### config.mk
export PLATFORM = sky130hd
export DESIGN_NAME = mbx_irq_unit
export DESIGN_NICKNAME = d
export VERILOG_FILES = /design/src/rtl/mbx_pkg.sv /design/src/rtl/mbx_decode.sv /design/src/rtl/mbx_bank.sv /design/src/rtl/mbx_irq_ctrl.sv /design/src/rtl/mbx_irq_unit.sv
export SDC_FILE = /design/constraint.sdc
export NUM_CORES = 1
export LEC_CHECK = 0
export ABC_CLOCK_PERIOD_IN_PS = 4100
export CAP_MARGIN = 20
export CORE_MARGIN = 2
export CORE_UTILIZATION = 30
export CTS_CLUSTER_SIZE = 25
export DETAILED_ROUTE_END_ITERATION = 10
export RECOVER_POWER = 50
export SYNTH_ARGS = -nofsm -noshare
export SYNTH_HDL_FRONTEND = slang
export SYNTH_HIERARCHICAL = 1
export SYNTH_SLANG_ARGS = --single-unit
export TNS_END_PERCENT = 30
### constraint.sdc
create_clock -name clk -period 4.1 [get_ports clk]
set_input_delay 1.23 -clock clk [delete_from_list [all_inputs] [get_ports clk]]
set_output_delay 1.23 -clock clk [all_outputs]
set_load 0.03 [all_outputs]
### src/rtl/mbx_pkg.sv
`timescale 1ns/1ps
package mbx_pkg;

    localparam int unsigned SIDES = 2;

    typedef enum logic [2:0] {
        ACC_NONE,
        ACC_OWN,
        ACC_PEER,
        ACC_MASK,
        ACC_CAUSE,
        ACC_STAT
    } acc_kind_e;

    typedef struct packed {
        logic valid;
        logic wr;
        logic hi;
        logic lo;
    } acc_ctl_t;

    // mailbox space is open only with select low and memory enable high
    function automatic logic access_open(logic sel_n, logic ce_n);
        return !sel_n && ce_n;
    endfunction

endpackage

### src/rtl/mbx_decode.sv
`timescale 1ns/1ps
module mbx_decode
    import mbx_pkg::*;
#(
    parameter int unsigned NUM_BOX = 4,
    parameter int unsigned ADDR_W  = 6,
    parameter int unsigned IDX_W   = 2
) (
    input  logic              sel_n,
    input  logic              ce_n,
    input  logic              wr,
    input  logic              be_hi,
    input  logic              be_lo,
    input  logic [ADDR_W-1:0] addr,
    output acc_kind_e         kind,
    output logic [IDX_W-1:0]  idx,
    output acc_ctl_t          ctl
);

    localparam logic [ADDR_W-1:0] OWN_END  = ADDR_W'(NUM_BOX);
    localparam logic [ADDR_W-1:0] PEER_END = ADDR_W'(2 * NUM_BOX);
    localparam logic [ADDR_W-1:0] MASK_AD  = PEER_END;
    localparam logic [ADDR_W-1:0] CAUSE_AD = PEER_END + ADDR_W'(1);
    localparam logic [ADDR_W-1:0] STAT_AD  = PEER_END + ADDR_W'(2);

    always_comb begin
        ctl.valid = access_open(sel_n, ce_n);
        ctl.wr    = wr;
        ctl.hi    = be_hi;
        ctl.lo    = be_lo;
        kind      = ACC_NONE;
        idx       = '0;
        if (ctl.valid) begin
            if (addr < OWN_END) begin
                kind = ACC_OWN;
                idx  = IDX_W'(addr);
            end else if (addr < PEER_END) begin
                kind = ACC_PEER;
                idx  = IDX_W'(addr - OWN_END);
            end else if (addr == MASK_AD) begin
                kind = ACC_MASK;
            end else if (addr == CAUSE_AD) begin
                kind = ACC_CAUSE;
            end else if (addr == STAT_AD) begin
                kind = ACC_STAT;
            end
        end
    end

endmodule

### src/rtl/mbx_bank.sv
`timescale 1ns/1ps
module mbx_bank #(
    parameter int unsigned NUM_BOX = 4,
    parameter int unsigned DATA_W  = 16,
    parameter int unsigned IDX_W   = 2
) (
    input  logic                            clk,
    input  logic                            rst,
    input  logic                            we,
    input  logic [IDX_W-1:0]                idx,
    input  logic                            be_hi,
    input  logic                            be_lo,
    input  logic [DATA_W-1:0]               wdata,
    output logic [NUM_BOX-1:0][DATA_W-1:0]  words
);

    localparam int unsigned HALF = DATA_W / 2;

    for (genvar g = 0; g < NUM_BOX; g++) begin : g_box
        always_ff @(posedge clk) begin
            if (rst) begin
                words[g] <= '0;
            end else if (we && (idx == IDX_W'(g))) begin
                if (be_hi) words[g][DATA_W-1:HALF] <= wdata[DATA_W-1:HALF];
                if (be_lo) words[g][HALF-1:0]      <= wdata[HALF-1:0];
            end
        end
    end

endmodule

### src/rtl/mbx_irq_ctrl.sv
`timescale 1ns/1ps
module mbx_irq_ctrl #(
    parameter int unsigned NUM_BOX = 4
) (
    input  logic               clk,
    input  logic               rst,
    input  logic [NUM_BOX-1:0] set_v,
    input  logic [NUM_BOX-1:0] clr_v,
    input  logic               mask_we,
    input  logic [NUM_BOX-1:0] mask_wd,
    output logic [NUM_BOX-1:0] mask,
    output logic [NUM_BOX-1:0] cause,
    output logic [NUM_BOX-1:0] status,
    output logic               irq_n
);

    // a set in the same cycle as a clear keeps the bit
    always_ff @(posedge clk) begin
        if (rst) begin
            mask   <= '0;
            cause  <= '0;
            status <= '0;
        end else begin
            status <= set_v | (status & ~clr_v);
            cause  <= (set_v & ~mask) | (cause & ~clr_v);
            if (mask_we) mask <= mask_wd;
        end
    end

    assign irq_n = ~|(status & ~mask);

endmodule

### src/rtl/mbx_irq_unit.sv
`timescale 1ns/1ps
module mbx_irq_unit
    import mbx_pkg::*;
#(
    parameter int unsigned NUM_BOX = 4,
    parameter int unsigned DATA_W  = 16,
    parameter int unsigned ADDR_W  = 6
) (
    input  logic              clk,
    input  logic              rst,
    input  logic              a_mbx_sel_n,
    input  logic              a_mem_ce_n,
    input  logic              a_wr,
    input  logic              a_be_hi,
    input  logic              a_be_lo,
    input  logic [ADDR_W-1:0] a_addr,
    input  logic [DATA_W-1:0] a_wdata,
    output logic [DATA_W-1:0] a_rdata,
    output logic              a_irq_n,
    input  logic              b_mbx_sel_n,
    input  logic              b_mem_ce_n,
    input  logic              b_wr,
    input  logic              b_be_hi,
    input  logic              b_be_lo,
    input  logic [ADDR_W-1:0] b_addr,
    input  logic [DATA_W-1:0] b_wdata,
    output logic [DATA_W-1:0] b_rdata,
    output logic              b_irq_n
);

    localparam int unsigned IDX_W = (NUM_BOX > 1) ? $clog2(NUM_BOX) : 1;
    localparam int unsigned HALF  = DATA_W / 2;

    logic                           sel_n_v [SIDES];
    logic                           ce_n_v  [SIDES];
    logic                           wr_v    [SIDES];
    logic                           hi_v    [SIDES];
    logic                           lo_v    [SIDES];
    logic [ADDR_W-1:0]              addr_v  [SIDES];
    logic [DATA_W-1:0]              wdata_v [SIDES];
    logic [DATA_W-1:0]              rdata_v [SIDES];
    logic                           irq_n_v [SIDES];
    logic [NUM_BOX-1:0][DATA_W-1:0] words_v [SIDES];
    logic [NUM_BOX-1:0]             hiwr_oh [SIDES];
    logic [NUM_BOX-1:0]             stat_v  [SIDES];
    logic [NUM_BOX-1:0]             mask_v  [SIDES];
    logic [NUM_BOX-1:0]             cause_v [SIDES];

    logic [2*NUM_BOX-1:0]           status_all;
    logic [2*NUM_BOX-1:0]           mask_all;
    logic [2*NUM_BOX-1:0]           cause_all;

    assign sel_n_v[0] = a_mbx_sel_n;  assign sel_n_v[1] = b_mbx_sel_n;
    assign ce_n_v[0]  = a_mem_ce_n;   assign ce_n_v[1]  = b_mem_ce_n;
    assign wr_v[0]    = a_wr;         assign wr_v[1]    = b_wr;
    assign hi_v[0]    = a_be_hi;      assign hi_v[1]    = b_be_hi;
    assign lo_v[0]    = a_be_lo;      assign lo_v[1]    = b_be_lo;
    assign addr_v[0]  = a_addr;       assign addr_v[1]  = b_addr;
    assign wdata_v[0] = a_wdata;      assign wdata_v[1] = b_wdata;
    assign a_rdata    = rdata_v[0];   assign b_rdata    = rdata_v[1];
    assign a_irq_n    = irq_n_v[0];   assign b_irq_n    = irq_n_v[1];

    assign status_all = {stat_v[1], stat_v[0]};
    assign mask_all   = {mask_v[1], mask_v[0]};
    assign cause_all  = {cause_v[1], cause_v[0]};

    for (genvar s = 0; s < SIDES; s++) begin : g_side
        localparam int P = 1 - s;

        acc_kind_e          kind;
        logic [IDX_W-1:0]   idx;
        acc_ctl_t           ctl;
        logic [NUM_BOX-1:0] idx_oh;
        logic [NUM_BOX-1:0] clr_oh;
        logic [DATA_W-1:0]  sel_word;
        logic [DATA_W-1:0]  rd_d;
        logic [DATA_W-1:0]  rd_q;

        mbx_decode #(
            .NUM_BOX (NUM_BOX),
            .ADDR_W  (ADDR_W),
            .IDX_W   (IDX_W)
        ) u_dec (
            .sel_n (sel_n_v[s]),
            .ce_n  (ce_n_v[s]),
            .wr    (wr_v[s]),
            .be_hi (hi_v[s]),
            .be_lo (lo_v[s]),
            .addr  (addr_v[s]),
            .kind  (kind),
            .idx   (idx),
            .ctl   (ctl)
        );

        assign idx_oh = NUM_BOX'(1) << idx;
        assign hiwr_oh[s] = (kind == ACC_OWN && ctl.wr && ctl.hi) ? idx_oh : '0;
        assign clr_oh     = (kind == ACC_PEER && !ctl.wr && ctl.hi) ? idx_oh : '0;

        mbx_bank #(
            .NUM_BOX (NUM_BOX),
            .DATA_W  (DATA_W),
            .IDX_W   (IDX_W)
        ) u_bank (
            .clk   (clk),
            .rst   (rst),
            .we    (kind == ACC_OWN && ctl.wr),
            .idx   (idx),
            .be_hi (ctl.hi),
            .be_lo (ctl.lo),
            .wdata (wdata_v[s]),
            .words (words_v[s])
        );

        mbx_irq_ctrl #(
            .NUM_BOX (NUM_BOX)
        ) u_irq (
            .clk     (clk),
            .rst     (rst),
            .set_v   (hiwr_oh[P]),
            .clr_v   (clr_oh),
            .mask_we (kind == ACC_MASK && ctl.wr && ctl.lo),
            .mask_wd (wdata_v[s][NUM_BOX-1:0]),
            .mask    (mask_v[s]),
            .cause   (cause_v[s]),
            .status  (stat_v[s]),
            .irq_n   (irq_n_v[s])
        );

        always_comb begin
            unique case (kind)
                ACC_OWN:   sel_word = words_v[s][idx];
                ACC_PEER:  sel_word = words_v[P][idx];
                ACC_MASK:  sel_word = DATA_W'(mask_v[s]);
                ACC_CAUSE: sel_word = DATA_W'(cause_v[s]);
                ACC_STAT:  sel_word = DATA_W'(stat_v[s]);
                default:   sel_word = '0;
            endcase
            rd_d = '0;
            if (ctl.valid && !ctl.wr) begin
                if (ctl.hi) rd_d[DATA_W-1:HALF] = sel_word[DATA_W-1:HALF];
                if (ctl.lo) rd_d[HALF-1:0]      = sel_word[HALF-1:0];
            end
        end

        always_ff @(posedge clk) begin
            if (rst) rd_q <= '0;
            else     rd_q <= rd_d;
        end

        assign rdata_v[s] = rd_q;
    end

endmodule

# Word-level counts from Yosys, hierarchy flattened
# Index checks and enable logic that the tools add are counted.
[word_totals] regBits=184 elab_cells=166
[op_classes] n_addsub=2 magnitude_cmp=6 n_eq_ne=22 shift=2 n_mux=32 bitwise=22 reduce_logical=54
[ops] operator="$pmux W16 S5" n=2
[ops] operator="$bmux W16 S2" n=4
[ops] operator="$mux W16" n=4
[ops] operator="$eq A6 B4 Y1 const B" n=6
[ops] operator="$mux W3" n=12
[ops] operator="$and A4 B4 Y4" n=8
[ops] operator="$reduce_and A2 Y1" n=16
[ops] operator="$logic_and A1 B1 Y1" n=24
[ops] operator="$mux W4" n=4
[ops] operator="$not A4 Y4" n=4
[ops] operator="$or A4 B4 Y4" n=4
[ops] operator="$eq A3 B2 Y1 const B" n=4
[ops] operator="$eq A3 B3 Y1 const B" n=4
[ops] operator="$lt A6 B3 Y1 const B" n=2
[ops] operator="$lt A6 B4 Y1 const B" n=2
[ops] operator="$mux W2" n=6
[ops] operator="$reduce_or A3 Y1" n=4
[ops] operator="$eq A2 B2 Y1 const B" n=4
[ops] operator="$reduce_or A4 Y1" n=2
[ops] operator="$shl A1 B2 Y4 const A" n=2
[ops] operator="$eq A3 B1 Y1 const B" n=2
[ops] operator="$logic_not A1 Y1" n=6
[ops] operator="$lt A2 B3 Y1 const B" n=2
[ops] operator="$not A1 Y1" n=6
[ops] operator="3 further kinds" n=6

# Logic depth before layout (Yosys ltp)
# Gate-level depths: netlist (run 1).
[depth] depth_word=14 depth_mapped=10

# Hierarchy
# The synthesis (run 1) kept the hierarchy.
[by_module_without_submodules] mod="mbx_bank" n_inst=2 cells_each=234 area_per_inst_um2=2641.3 seq_area_each_um2=1281.2
[by_module_without_submodules] mod="mbx_irq_unit" n_inst=1 cells_each=272 area_per_inst_um2=3226.8 seq_area_each_um2=640.6
[by_module_without_submodules] mod="mbx_irq_ctrl" n_inst=2 cells_each=51 area_per_inst_um2=493.0 seq_area_each_um2=240.2
[by_module_without_submodules] mod="mbx_decode" n_inst=2 cells_each=13 area_per_inst_um2=112.6 seq_area_each_um2=0.0

# Least setup slack after synthesis (run 1)
# OpenSTA, ideal clock, no wires.
[synth_timing] path_kind="input -> register" from="in b_mbx_sel_n" to="reg g_side[1].u_bank/words[16] in the netlist's numbering" arrival_ps=3541 required_ps=4028 path_slack_ps=487 stages=10 cell_sequence="or4b_4 -> a211oi_1 -> buf_2 -> nor3b_4 -> buf_2 -> and2_1 -> buf_4 -> and4b_1 -> buf_6 -> mux2i_1"
[synth_between] elab_chain_len=7 word_cells_on_any_way=9 cone_classes="2 x eq/ne; 2 x mux; 5 x reduce/logical"
[synth_rtl] item="start: declaration" line="mbx_irq_unit.sv:20" source="input logic b_mbx_sel_n,"
[synth_rtl] item="$logic_not A1 Y1" line="mbx_pkg.sv:24" source="return !sel_n && ce_n;"
[synth_rtl] item="$logic_and A1 B1 Y1" line="mbx_pkg.sv:24"
[synth_rtl] item="$mux W3" line="mbx_decode.sv:33" source="if (ctl.valid) begin"
[synth_rtl] item="net g_side[1].kind[0]" line="mbx_irq_unit.sv:70" source="acc_kind_e kind;"
[synth_rtl] item="$eq A3 B1 Y1" line="mbx_irq_unit.sv:106" source=".we (kind == ACC_OWN && ctl.wr),"
[synth_rtl] item="$logic_and A1 B1 Y1" line="mbx_irq_unit.sv:106"
[synth_rtl] item="$logic_and A1 B1 Y1" line="mbx_bank.sv:23" source="end else if (we && (idx == IDX_W'(g))) begin"
[synth_rtl] item="$reduce_and A2 Y1 (no line)"
[synth_rtl] item="end signal: indexed assignment" line="mbx_bank.sv:24" source="if (be_hi) words[g][DATA_W-1:HALF] <= wdata[DATA_W-1:HALF];"
[synth_rtl] item="end signal: indexed assignment" line="mbx_bank.sv:25" source="if (be_lo) words[g][HALF-1:0] <= wdata[HALF-1:0];"
[synth_rtl] item="end: declaration" line="mbx_bank.sv:14" source="output logic [NUM_BOX-1:0][DATA_W-1:0] words"
# The timed path passes the listed nets, and every way through them passes these cells.
# A chain may end at the register's enable or synchronous reset.

# Worst setup path in the final report (run 1)
[layout_timing] from="in b_mbx_sel_n" to="reg g_side[1].u_bank/words[27] in the netlist's numbering"
# Same word-level chain as after synthesis.

==> results of run 1 <==
==> cells in the mapped netlist, types with 4 or more instances <==
cell       count  area share
a21oi_1       18      0.0093
a221oi_1       4      0.0036
a22oi_1       28       0.022
a31oi_1        4      0.0026
a41oi_1        4      0.0036
and2_1         6      0.0039
and4b_1       10       0.010
buf_2         16      0.0082
buf_4         15       0.012
buf_6         15       0.017
clkbuf_1      19      0.0073
dfxtp_1      184        0.38
inv_1         10      0.0039
mux2_2        12       0.014
mux2i_1      136        0.14
mux4_1        17       0.046
mux4_2        43        0.10
nand2_1       20      0.0077
nand2b_1     189        0.12
nand3_1        7      0.0036
nand4_1        4      0.0026
nand4_2        4      0.0051
nand4b_1       4      0.0036
nand4bb_1      4      0.0046
nor2_1        44       0.017
nor2b_1        6      0.0039
nor3_1         4      0.0021
nor3b_1        8      0.0062
==> layer usage <==
layer | GRT usage | vias up | part of all wire
met2 | 0.242 | 176 | 0.46
met5 | 0 | - | 0
met1 | 0.216 | 3498 | 0.48
met3 | 0.0289 | 26 | 0.044
met4 | 0.0474 | 0 | 0.019
li1 | - | 3286 | -
==> critical path: cells and delay by family <==
family	cells	cell delay (ns)
simple gates	4	1.68
buf+inv	2	0.61
compound gates	1	0.37
mux	1	0.22
==> cells in the final DEF, fill, tap and decap left out, types with 3 or more instances in the layout <==
cell type	netlist	routed
nand2b_1	189	189
dfxtp_1	184	184
mux2i_1	136	136
clkdlybuf4s50_1	0	54
nor2_1	44	44
mux4_2	43	43
dlygate4sd3_1	0	34
a22oi_1	28	28
buf_4	15	25
nand2_1	20	20
a21oi_1	18	18
mux4_1	17	17
clkbuf_16	0	17
mux2_2	12	12
and4b_1	10	10
clkbuf_1	19	10
inv_1	10	10
nor3b_1	8	8
nand3_1	7	7
buf_12	0	7
nor2b_1	6	6
and2_1	6	5
nor3_1	4	4
nand4_1	4	4
a221oi_1	4	4
a31oi_1	4	4
a41oi_1	4	4
nand4b_1	4	4
nand4_2	4	4
nand4bb_1	4	4
or4b_1	2	4
nor3b_2	2	3
nor4b_2	3	3
clkinv_2	0	3
clkinvlp_4	0	3
==> per-stage QoR <==
stage / setup slack [ns] / area (um^2) / hold WS, ns / util
finish: 0.356 / 11600 / 0.475 / 0.364
global route: 0.239 / 11600 / 0.497 / 0.364
CTS: 0.468 / 11600 / 0.474 / 0.366
detailed placement: 0.0848 / 11100 / 0.463 / 0.349
global placement: 0.163 / 11100 / 0.456 / 0.349
floorplan: 0.487 / 9720 / 0.437 / -
==> worst paths after layout <==
kind	from	endpoint	cells after the start
setup / recovery	b_mbx_sel_n	g_side[1].u_bank/words[27]	8
hold / removal	g_side[0].u_irq/cause[3]	g_side[0].u_irq/cause[3]	2
setup reg to reg	g_side[1].u_bank/words[34]	b_rdata[2]	3
hold reg to reg	g_side[0].u_irq/cause[3]	g_side[0].u_irq/cause[3]	2
==> registers in the layout (all words and copies together) (netlist names) <==
signal and count:
a_rdata 16, b_rdata 16, g_side.u_bank/words 128, g_side.u_irq/cause 8, g_side.u_irq/mask 8, g_side.u_irq/status 8
==> report_power, final <==
group	total, mW	internal (mW)	switching [mW]
clock	1.58	0.867	0.715
sequential	1.79	1.79	0.000980
combinational	0.186	0.0966	0.0892
total	3.56	2.75	0.805
==> cells by family after synthesis <==
kind of cell	after synthesis
XOR/XNOR	2
AND/OR/NAND/NOR	334
multiplexers	208
buffers and inverters	78
AO/OA/AOI/OAI	62
flip-flops	184
==> cell type report <==
type / count / share of cell area
Inverter: 10 / 0.00325
Tap cell: 402 / 0.0435
Timing Repair Buffer: 129 / 0.108
Multi-Input combinational cell: 606 / 0.479
Clock inverter: 10 / 0.00812
Sequential cell: 184 / 0.319
Clock buffer: 21 / 0.0399
==> results.toml, run 1 <==
[setup_path]
crit_type = "primary input to flip-flop"
arrival_ns = 4.11
cp_slowest_cell = "or4b_1"
cp_cell_sequence = "clkdlybuf4s50_1 -> or4b_1 -> a211oi_1 -> nor3b_1 -> and2_1 -> buf_4 -> and4b_1 -> mux2i_1"
max_stage_delay_ns = 0.65
r2r_slack_ns = 2.83
worst-path-max-fanout = 6
critical_path_required_ns = 4.47
cp-start-kind = "primary input"
endpoint_kind = "flip-flop"

[timing]
skew_ns = 0.0104
finalHoldViolCount = 0
setup_violations = 0
slew_headroom = 0.622
finalSetupTns_ns = 0
period_share = 0.913
slew_violations = 0
grt_setup_unrepaired = "false"
period_needed_ns = 3.74
clock.fmax_mhz = 267
worst_pin_slew_ns = 0.567

[floorplanning]
io_pins = 90
dieArea_um2 = 33900
coreArea_um2 = 31700
die_h_um = 184
die_w_um = 184
initial_core_util = 0.306
rows = 65

[synthesis]
synthXorXnorAreaFrac = 0.00180
synth_fa_ha_area_frac = 0
syn_inst = 868
synth_mux_area_frac = 0.300
synth_cell_type_count = 47
synth_fp_nets = 924
synth-edff-count = 0
ys_seq_area_frac = 0.379
synthSimpleGateAreaFrac = 0.221
synth_top_family_by_area = "multiplexers"
synthFlopType = "dfxtp_1"
syn_area_per_cell_um2 = 11.2
yosysWarnings = 6
synth_compound_area_frac = 0.0479
netlist_area_um2 = 9720
synth-async-reset-ratio = 0
synth.ff_latch_count = 184

[power]
power.leakage_nw = 4.53
power.density_nw_per_um2 = 308
power.total_mw = 3.56
ir_drop_mv = 0.316

[routing]
postRouteAntennaNets = 0
wire_per_inst_um = 18.8
finalWirelength_um = 25600
drt_pass1_iterations = 5
drcViolationCount = 0
vias = 6986
first_iter_violations = 511
viasPerCell = 5.13

[cells_and_area]
final_cells = 1362
multi_input_comb_area_um2 = 5530
regArea_um2 = 3680
layout.nets = 1004
nFillCells = 3139
antenna_cells = 0
synthToLayoutAreaGrowth_pct = 18.8
drive_gt1_frac = 0.142

[clocking]
clock_latency_ns = 0.44
path_clk_slew_ns = 0.07
clock-sinks = 184
cts_buffers = 17
cts_max_level = 4
holdBufCountCts = 0
clock_path_buffers = 2
post_cts_buffers = 0
root_buffer = "clkbuf_16"
cts_tree = "yes"
cts_resized = 0

[global_route]
grt_pass1_wl_um = 40100
grt_max_degree = 65
grt_pass1_vias = 6849
antenna_found_initial = 1
grtUsageTotal = 0.155
grt.overflow.total = 0

[run_status]
status = "completed"

[hold_path]
min_path_type = "flip-flop to flip-flop"

[placement]
gp_congestion = 0.787
io_buffer_count = 89
dp_hpwl_um = 18000
placed_cells = 1331

[run]
drv_cap = 0
Note: power is estimated with default switching activity, not from simulation.
==> run 2, diff against run 1 <==
--- a/config.mk
+++ b/config.mk
@@ -11,6 +11,7 @@
 export CORE_UTILIZATION = 30
 export CTS_CLUSTER_SIZE = 25
 export DETAILED_ROUTE_END_ITERATION = 10
+export PLACE_DENSITY = 0.54
 export RECOVER_POWER = 50
 export SYNTH_ARGS = -nofsm -noshare
 export SYNTH_HDL_FRONTEND = slang
==> run 2 against run 1 <==
Effect of this change: setup slack better by 0.033 ns; die area is the same; first-iteration DRC count fell by 29%; final cell count rose by 0.88%; wire length grew 2.1%; fmax increased by 0.90%; count of clock-buffer cells in the layout shrank 1; largest cell class unchanged; highest routed layer unchanged.
==> results.toml, run 2 (same netlist as run 1, synthesis figures left out) <==
[hold_path]
hp-start = "g_side[1].u_irq/cause[3]"
hold_depth = 2
hold_end = "g_side[1].u_irq/cause[3]"
min_path_type = "flip-flop to flip-flop"

[timing]
slew_headroom = 0.477
finalSetupTns_ns = 0
worst_pin_slew_ns = 0.785
clock.fmax_mhz = 270
period_share = 0.905
slew_violations = 0
setup_violations = 0
finalHoldViolCount = 0
period_needed_ns = 3.71
grt_setup_unrepaired = "false"
skew_ns = 0.0107

[setup_path]
reg2reg_to = "b_rdata[0]"
crit_type = "primary input to flip-flop"
cp_slowest_cell = "or4b_4"
cp_cell_sequence = "clkdlybuf4s50_1 -> or4b_4 -> nor3b_2 -> clkbuf_1 -> buf_12 -> mux4_1 -> a22oi_1 -> nor2_1"
critical_path_required_ns = 4.43
worstRegToRegCells = 3
cp-start-kind = "primary input"
max_stage_delay_ns = 0.59
endpoint_kind = "flip-flop"
arrival_ns = 4.04
worst-path-max-fanout = 13
r2r-start = "g_side[1].u_irq/status[0]"
r2r_slack_ns = 2.82

[cells_and_area]
final_cells = 1374
antenna_cells = 0
final_common_cell = "nand2b_1"
largest_reg_flops = 128
regMostFlops = "g_side.u_bank/words"
layout.nets = 1017
final_cell_mix = "189 x nand2b_1, 184 x dfxtp_1, 136 x mux2i_1"
synthToLayoutAreaGrowth_pct = 20.6
drive_gt1_frac = 0.148

[global_route]
antenna_found_initial = 0
grt_pass1_vias = 6973
grtUsageTotal = 0.157
grt.overflow.total = 0
grt_max_degree = 95
grt_pass1_wl_um = 40600

[clocking]
clock_latency_ns = 0.44
clock-sinks = 184
cts_max_level = 4
post_cts_buffers = 0
clock_path_buffers = 2
path_clk_slew_ns = 0.07
root_buffer = "clkbuf_16"
cts_tree = "yes"
cts_buffers = 17
cts_resized = 0
holdBufCountCts = 0

[routing]
postRouteAntennaNets = 0
vias = 6919
first_iter_violations = 362
drt_pass1_iterations = 5
viasPerCell = 5.04
finalWirelength_um = 26200
wire_per_inst_um = 19.0
drcViolationCount = 0

[floorplanning]
dieArea_um2 = 33900
io_pins = 90
die_w_um = 184
coreArea_um2 = 31700
die_h_um = 184
initial_core_util = 0.306
rows = 65

[run_status]
status = "completed"

[placement]
placed_cells = 1344
dp_hpwl_um = 18500
gp_congestion = 0.773
io_buffer_count = 89

[power]
power.total_mw = 3.78
ir_drop_mv = 0.270
power.density_nw_per_um2 = 322
power.leakage_nw = 4.61

[run]
drv_cap = 0
run 2: cell types whose count changed in the layout (fill, tap and decap cells not counted), sizes merged:
cell	delta
buf	+7
clkinvlp	+1
clkinv	-4
bufinv	+3
clkbuf	+5
run 2: through the flow:
step	setup WS, ns	hold slack (ns)	utilization	area (um^2)
final	0.390	0.471	0.370	11700
after global routing	0.218	0.486	0.370	11700
after detailed placement	0.149	0.463	0.352	11200
after floorplan	0.487	0.437	-	9720
after CTS	0.570	0.474	0.372	11800
after global placement	0.183	0.456	0.352	11200
run 2: worst max path at each step:
stage	start	endpoint	slack (ns)	depth (start not counted)
2_1_floorplan	b_mbx_sel_n	g_side[1].u_bank/words[16]	0.49	10
6_report	a_mbx_sel_n	a_rdata[13]	0.39	8
3_3_place_gp	b_mbx_sel_n	g_side[1].u_bank/words[44]	0.18	8
4_1_cts	b_mbx_sel_n	g_side[1].u_bank/words[18]	0.57	7
3_5_place_dp	b_mbx_sel_n	g_side[1].u_bank/words[18]	0.15	7
5_1_grt	b_mbx_sel_n	g_side[1].u_bank/words[50]	0.22	8
run 2: cell type report:
cell class                      count  area [um^2]
Tap cell                          402          503
Clock buffer                       20          467
Timing Repair Buffer              142         1330
Inverter                           10         37.5
Multi-Input combinational cell    606         5540
Clock inverter                     10          168
Fill cell                        3175        20000
Sequential cell                   184         3680
run 2: power breakdown:
group,total [mW],switching (mW),internal (mW)
Sequential,1.79,0.00103,1.79
Combinational,0.185,0.0867,0.0979
Clock,1.80,0.735,1.07
Total,3.78,0.823,2.95
run 2: per-layer routing:
| layer | track usage | share of wire | vias up |
|---|---|---|---|
| li1 | - | - | 3319 |
| met5 | 0 | 0 | - |
| met2 | 0.255 | 0.46 | 163 |
| met4 | 0.0422 | 0.015 | 0 |
| met1 | 0.211 | 0.48 | 3410 |
| met3 | 0.0335 | 0.043 | 27 |
run 2: worst max-delay path, delay by kind of cell:
| family | cells | cell delay (ns) |
|---|---|---|
| AO/OA/AOI/OAI | 1 | 0.17 |
| AND/OR/NAND/NOR | 3 | 0.90 |
| buffers and inverters | 3 | 1.16 |
| multiplexers | 1 | 0.57 |
==> run 3, diff against run 2 <==
--- a/config.mk
+++ b/config.mk
@@ -7,10 +7,11 @@
 export LEC_CHECK = 0
 export ABC_CLOCK_PERIOD_IN_PS = 4100
 export CAP_MARGIN = 20
-export CORE_MARGIN = 2
+export CORE_MARGIN = 4
 export CORE_UTILIZATION = 30
 export CTS_CLUSTER_SIZE = 25
 export DETAILED_ROUTE_END_ITERATION = 10
+export MAX_ROUTING_LAYER = met4
 export PLACE_DENSITY = 0.54
 export RECOVER_POWER = 50
 export SYNTH_ARGS = -nofsm -noshare
==> run 3 against run 2 <==
Effect of this change: setup slack got worse by 0.11 ns; flip-flop and latch count did not move; global-route usage fell by 0.31 points; total power fell by 2.4%; design area fell by 0.68%; register-to-register slack barely moved; wire length rose by 1.9%; sequential share of layout area rose by 0.22 points; final cell count rose by 2.0%; critical path type unchanged; largest cell class unchanged.
==> results.toml, run 3 (same netlist as run 1, synthesis figures left out) <==
[routing]
wl_met2_um = 12300
vias = 6891
met3_length_um = 1000
drt_pass1_iterations = 4
first_iter_violations = 436
top_layer_used = "met4"
postRouteAntennaNets = 0
wire_per_inst_um = 19.0
viasPerCell = 4.92
wl_met1_um = 12900
drcViolationCount = 0
finalWirelength_um = 26700

[hold_path]
hold_end = "g_side[1].u_irq/cause[1]"
hp-start = "g_side[1].u_irq/cause[1]"
min_path_type = "flip-flop to flip-flop"
hold_depth = 2

[cells_and_area]
stdcell_area_um2 = 11600
utilization = 0.366
final_common_cell = "nand2b_1"
regMostFlops = "g_side.u_bank/words"
synthToLayoutAreaGrowth_pct = 19.8
layout.nets = 1010
largest_reg_flops = 128
final_cell_mix = "189 x nand2b_1, 184 x dfxtp_1, 136 x mux2i_1"
final_cells = 1402
antenna_cells = 0
drive_gt1_frac = 0.150

[timing]
slew_violations = 0
finalHoldViolCount = 0
grt_setup_unrepaired = "false"
hold_ws_ns = 0.475
period_share = 0.931
clock.fmax_mhz = 262
setup_slack_ns = 0.281
period_needed_ns = 3.82
skew_ns = 0.00677
finalSetupTns_ns = 0
setup_violations = 0
slew_headroom = 0.382
worst_pin_slew_ns = 0.927

[clocking]
holdBufCountCts = 0
clock_latency_ns = 0.44
path_clk_slew_ns = 0.07
post_cts_buffers = 0
cts_resized = 0
clock-sinks = 184
clock_path_buffers = 2
cts_tree = "yes"
root_buffer = "clkbuf_16"
cts_max_level = 4
cts_buffers = 17

[floorplanning]
coreArea_um2 = 31800
io_pins = 90
initial_core_util = 0.306
rows = 65
die_h_um = 188
dieArea_um2 = 35300
die_w_um = 188

[placement]
io_buffer_count = 89
dp_hpwl_um = 18400
gp_congestion = 0.790
place_ws_ns = 0.0173
placed_cells = 1370
dpl_cell_area_um2 = 11100

[global_route]
grtUsageTotal = 0.154
antenna_found_initial = 1
grt_pass1_vias = 6872
grt_max_degree = 103
grt.overflow.total = 0
grt_pass1_wl_um = 41100

[run_status]
status = "completed"

[setup_path]
reg2reg_to = "a_rdata[0]"
endpoint_kind = "flip-flop"
crit_type = "primary input to flip-flop"
worst-path-max-fanout = 17
arrival_ns = 4.19
worstRegToRegCells = 3
r2r_slack_ns = 2.83
r2r-start = "g_side[1].u_bank/words[16]"
critical_path_required_ns = 4.47
cp-start-kind = "primary input"

[power]
power.leakage_nw = 4.56
power.total_mw = 3.68
power.density_nw_per_um2 = 316
ir_drop_mv = 0.266

[run]
drv_cap = 0
-- run 3: cell types whose count changed in the layout (fill, tap and decap cells not counted), sizes merged --
cell,before,now
buf,39,31
bufinv,4,2
clkbuf,35,34
clkinv,0,4
clkinvlp,4,3
inv,12,15
-- run 3: worst max-delay path by stage --
| stage | start | endpoint | slack (ns) | cells past startpoint |
|---|---|---|---|---|
| after global routing | b_mbx_sel_n | b_rdata[0] | 0.15 | 8 |
| after CTS | a_mbx_sel_n | g_side[0].u_bank/words[27] | 0.45 | 7 |
| after global placement | a_mbx_sel_n | g_side[0].u_bank/words[59] | 0.07 | 7 |
| final | a_mbx_sel_n | g_side[1].u_irq/cause[0] | 0.28 | 9 |
| after detailed placement | a_mbx_sel_n | g_side[0].u_bank/words[56] | 0.02 | 7 |
| after floorplan | b_mbx_sel_n | g_side[1].u_bank/words[16] | 0.49 | 10 |
-- run 3: final cells by class --
cell class,instances,area (um^2)
Tap cell,435,544
Multi-Input combinational cell,606,5540
Clock inverter,14,163
Fill cell,3182,20200
Timing Repair Buffer,135,1230
Inverter,10,37.5
Clock buffer,18,439
Sequential cell,184,3680
-- run 3: where the power goes --
group          internal [mW]  switching (mW)
logic                 0.0967          0.0892
clock network          0.930           0.779
registers               1.79        0.000980
total                   2.81           0.869
-- run 3: per-layer routing --
| layer | up-vias | track usage |
|---|---|---|
| met4 | 0 | 0.0375 |
| met5 | - | - |
| met2 | 129 | 0.233 |
| met1 | 3429 | 0.208 |
| li1 | 3309 | - |
| met3 | 24 | 0.0372 |
-- run 3: critical path, stage by stage --
cell	delay, ns
clkdlybuf4s50_1	0.45
or4b_1	0.66
a211oi_1	0.36
nor3b_4	0.25
clkbuf_2	0.42
nand3_1	0.24
nor3_1	0.32
nand2b_1	0.09
a21oi_1	0.15
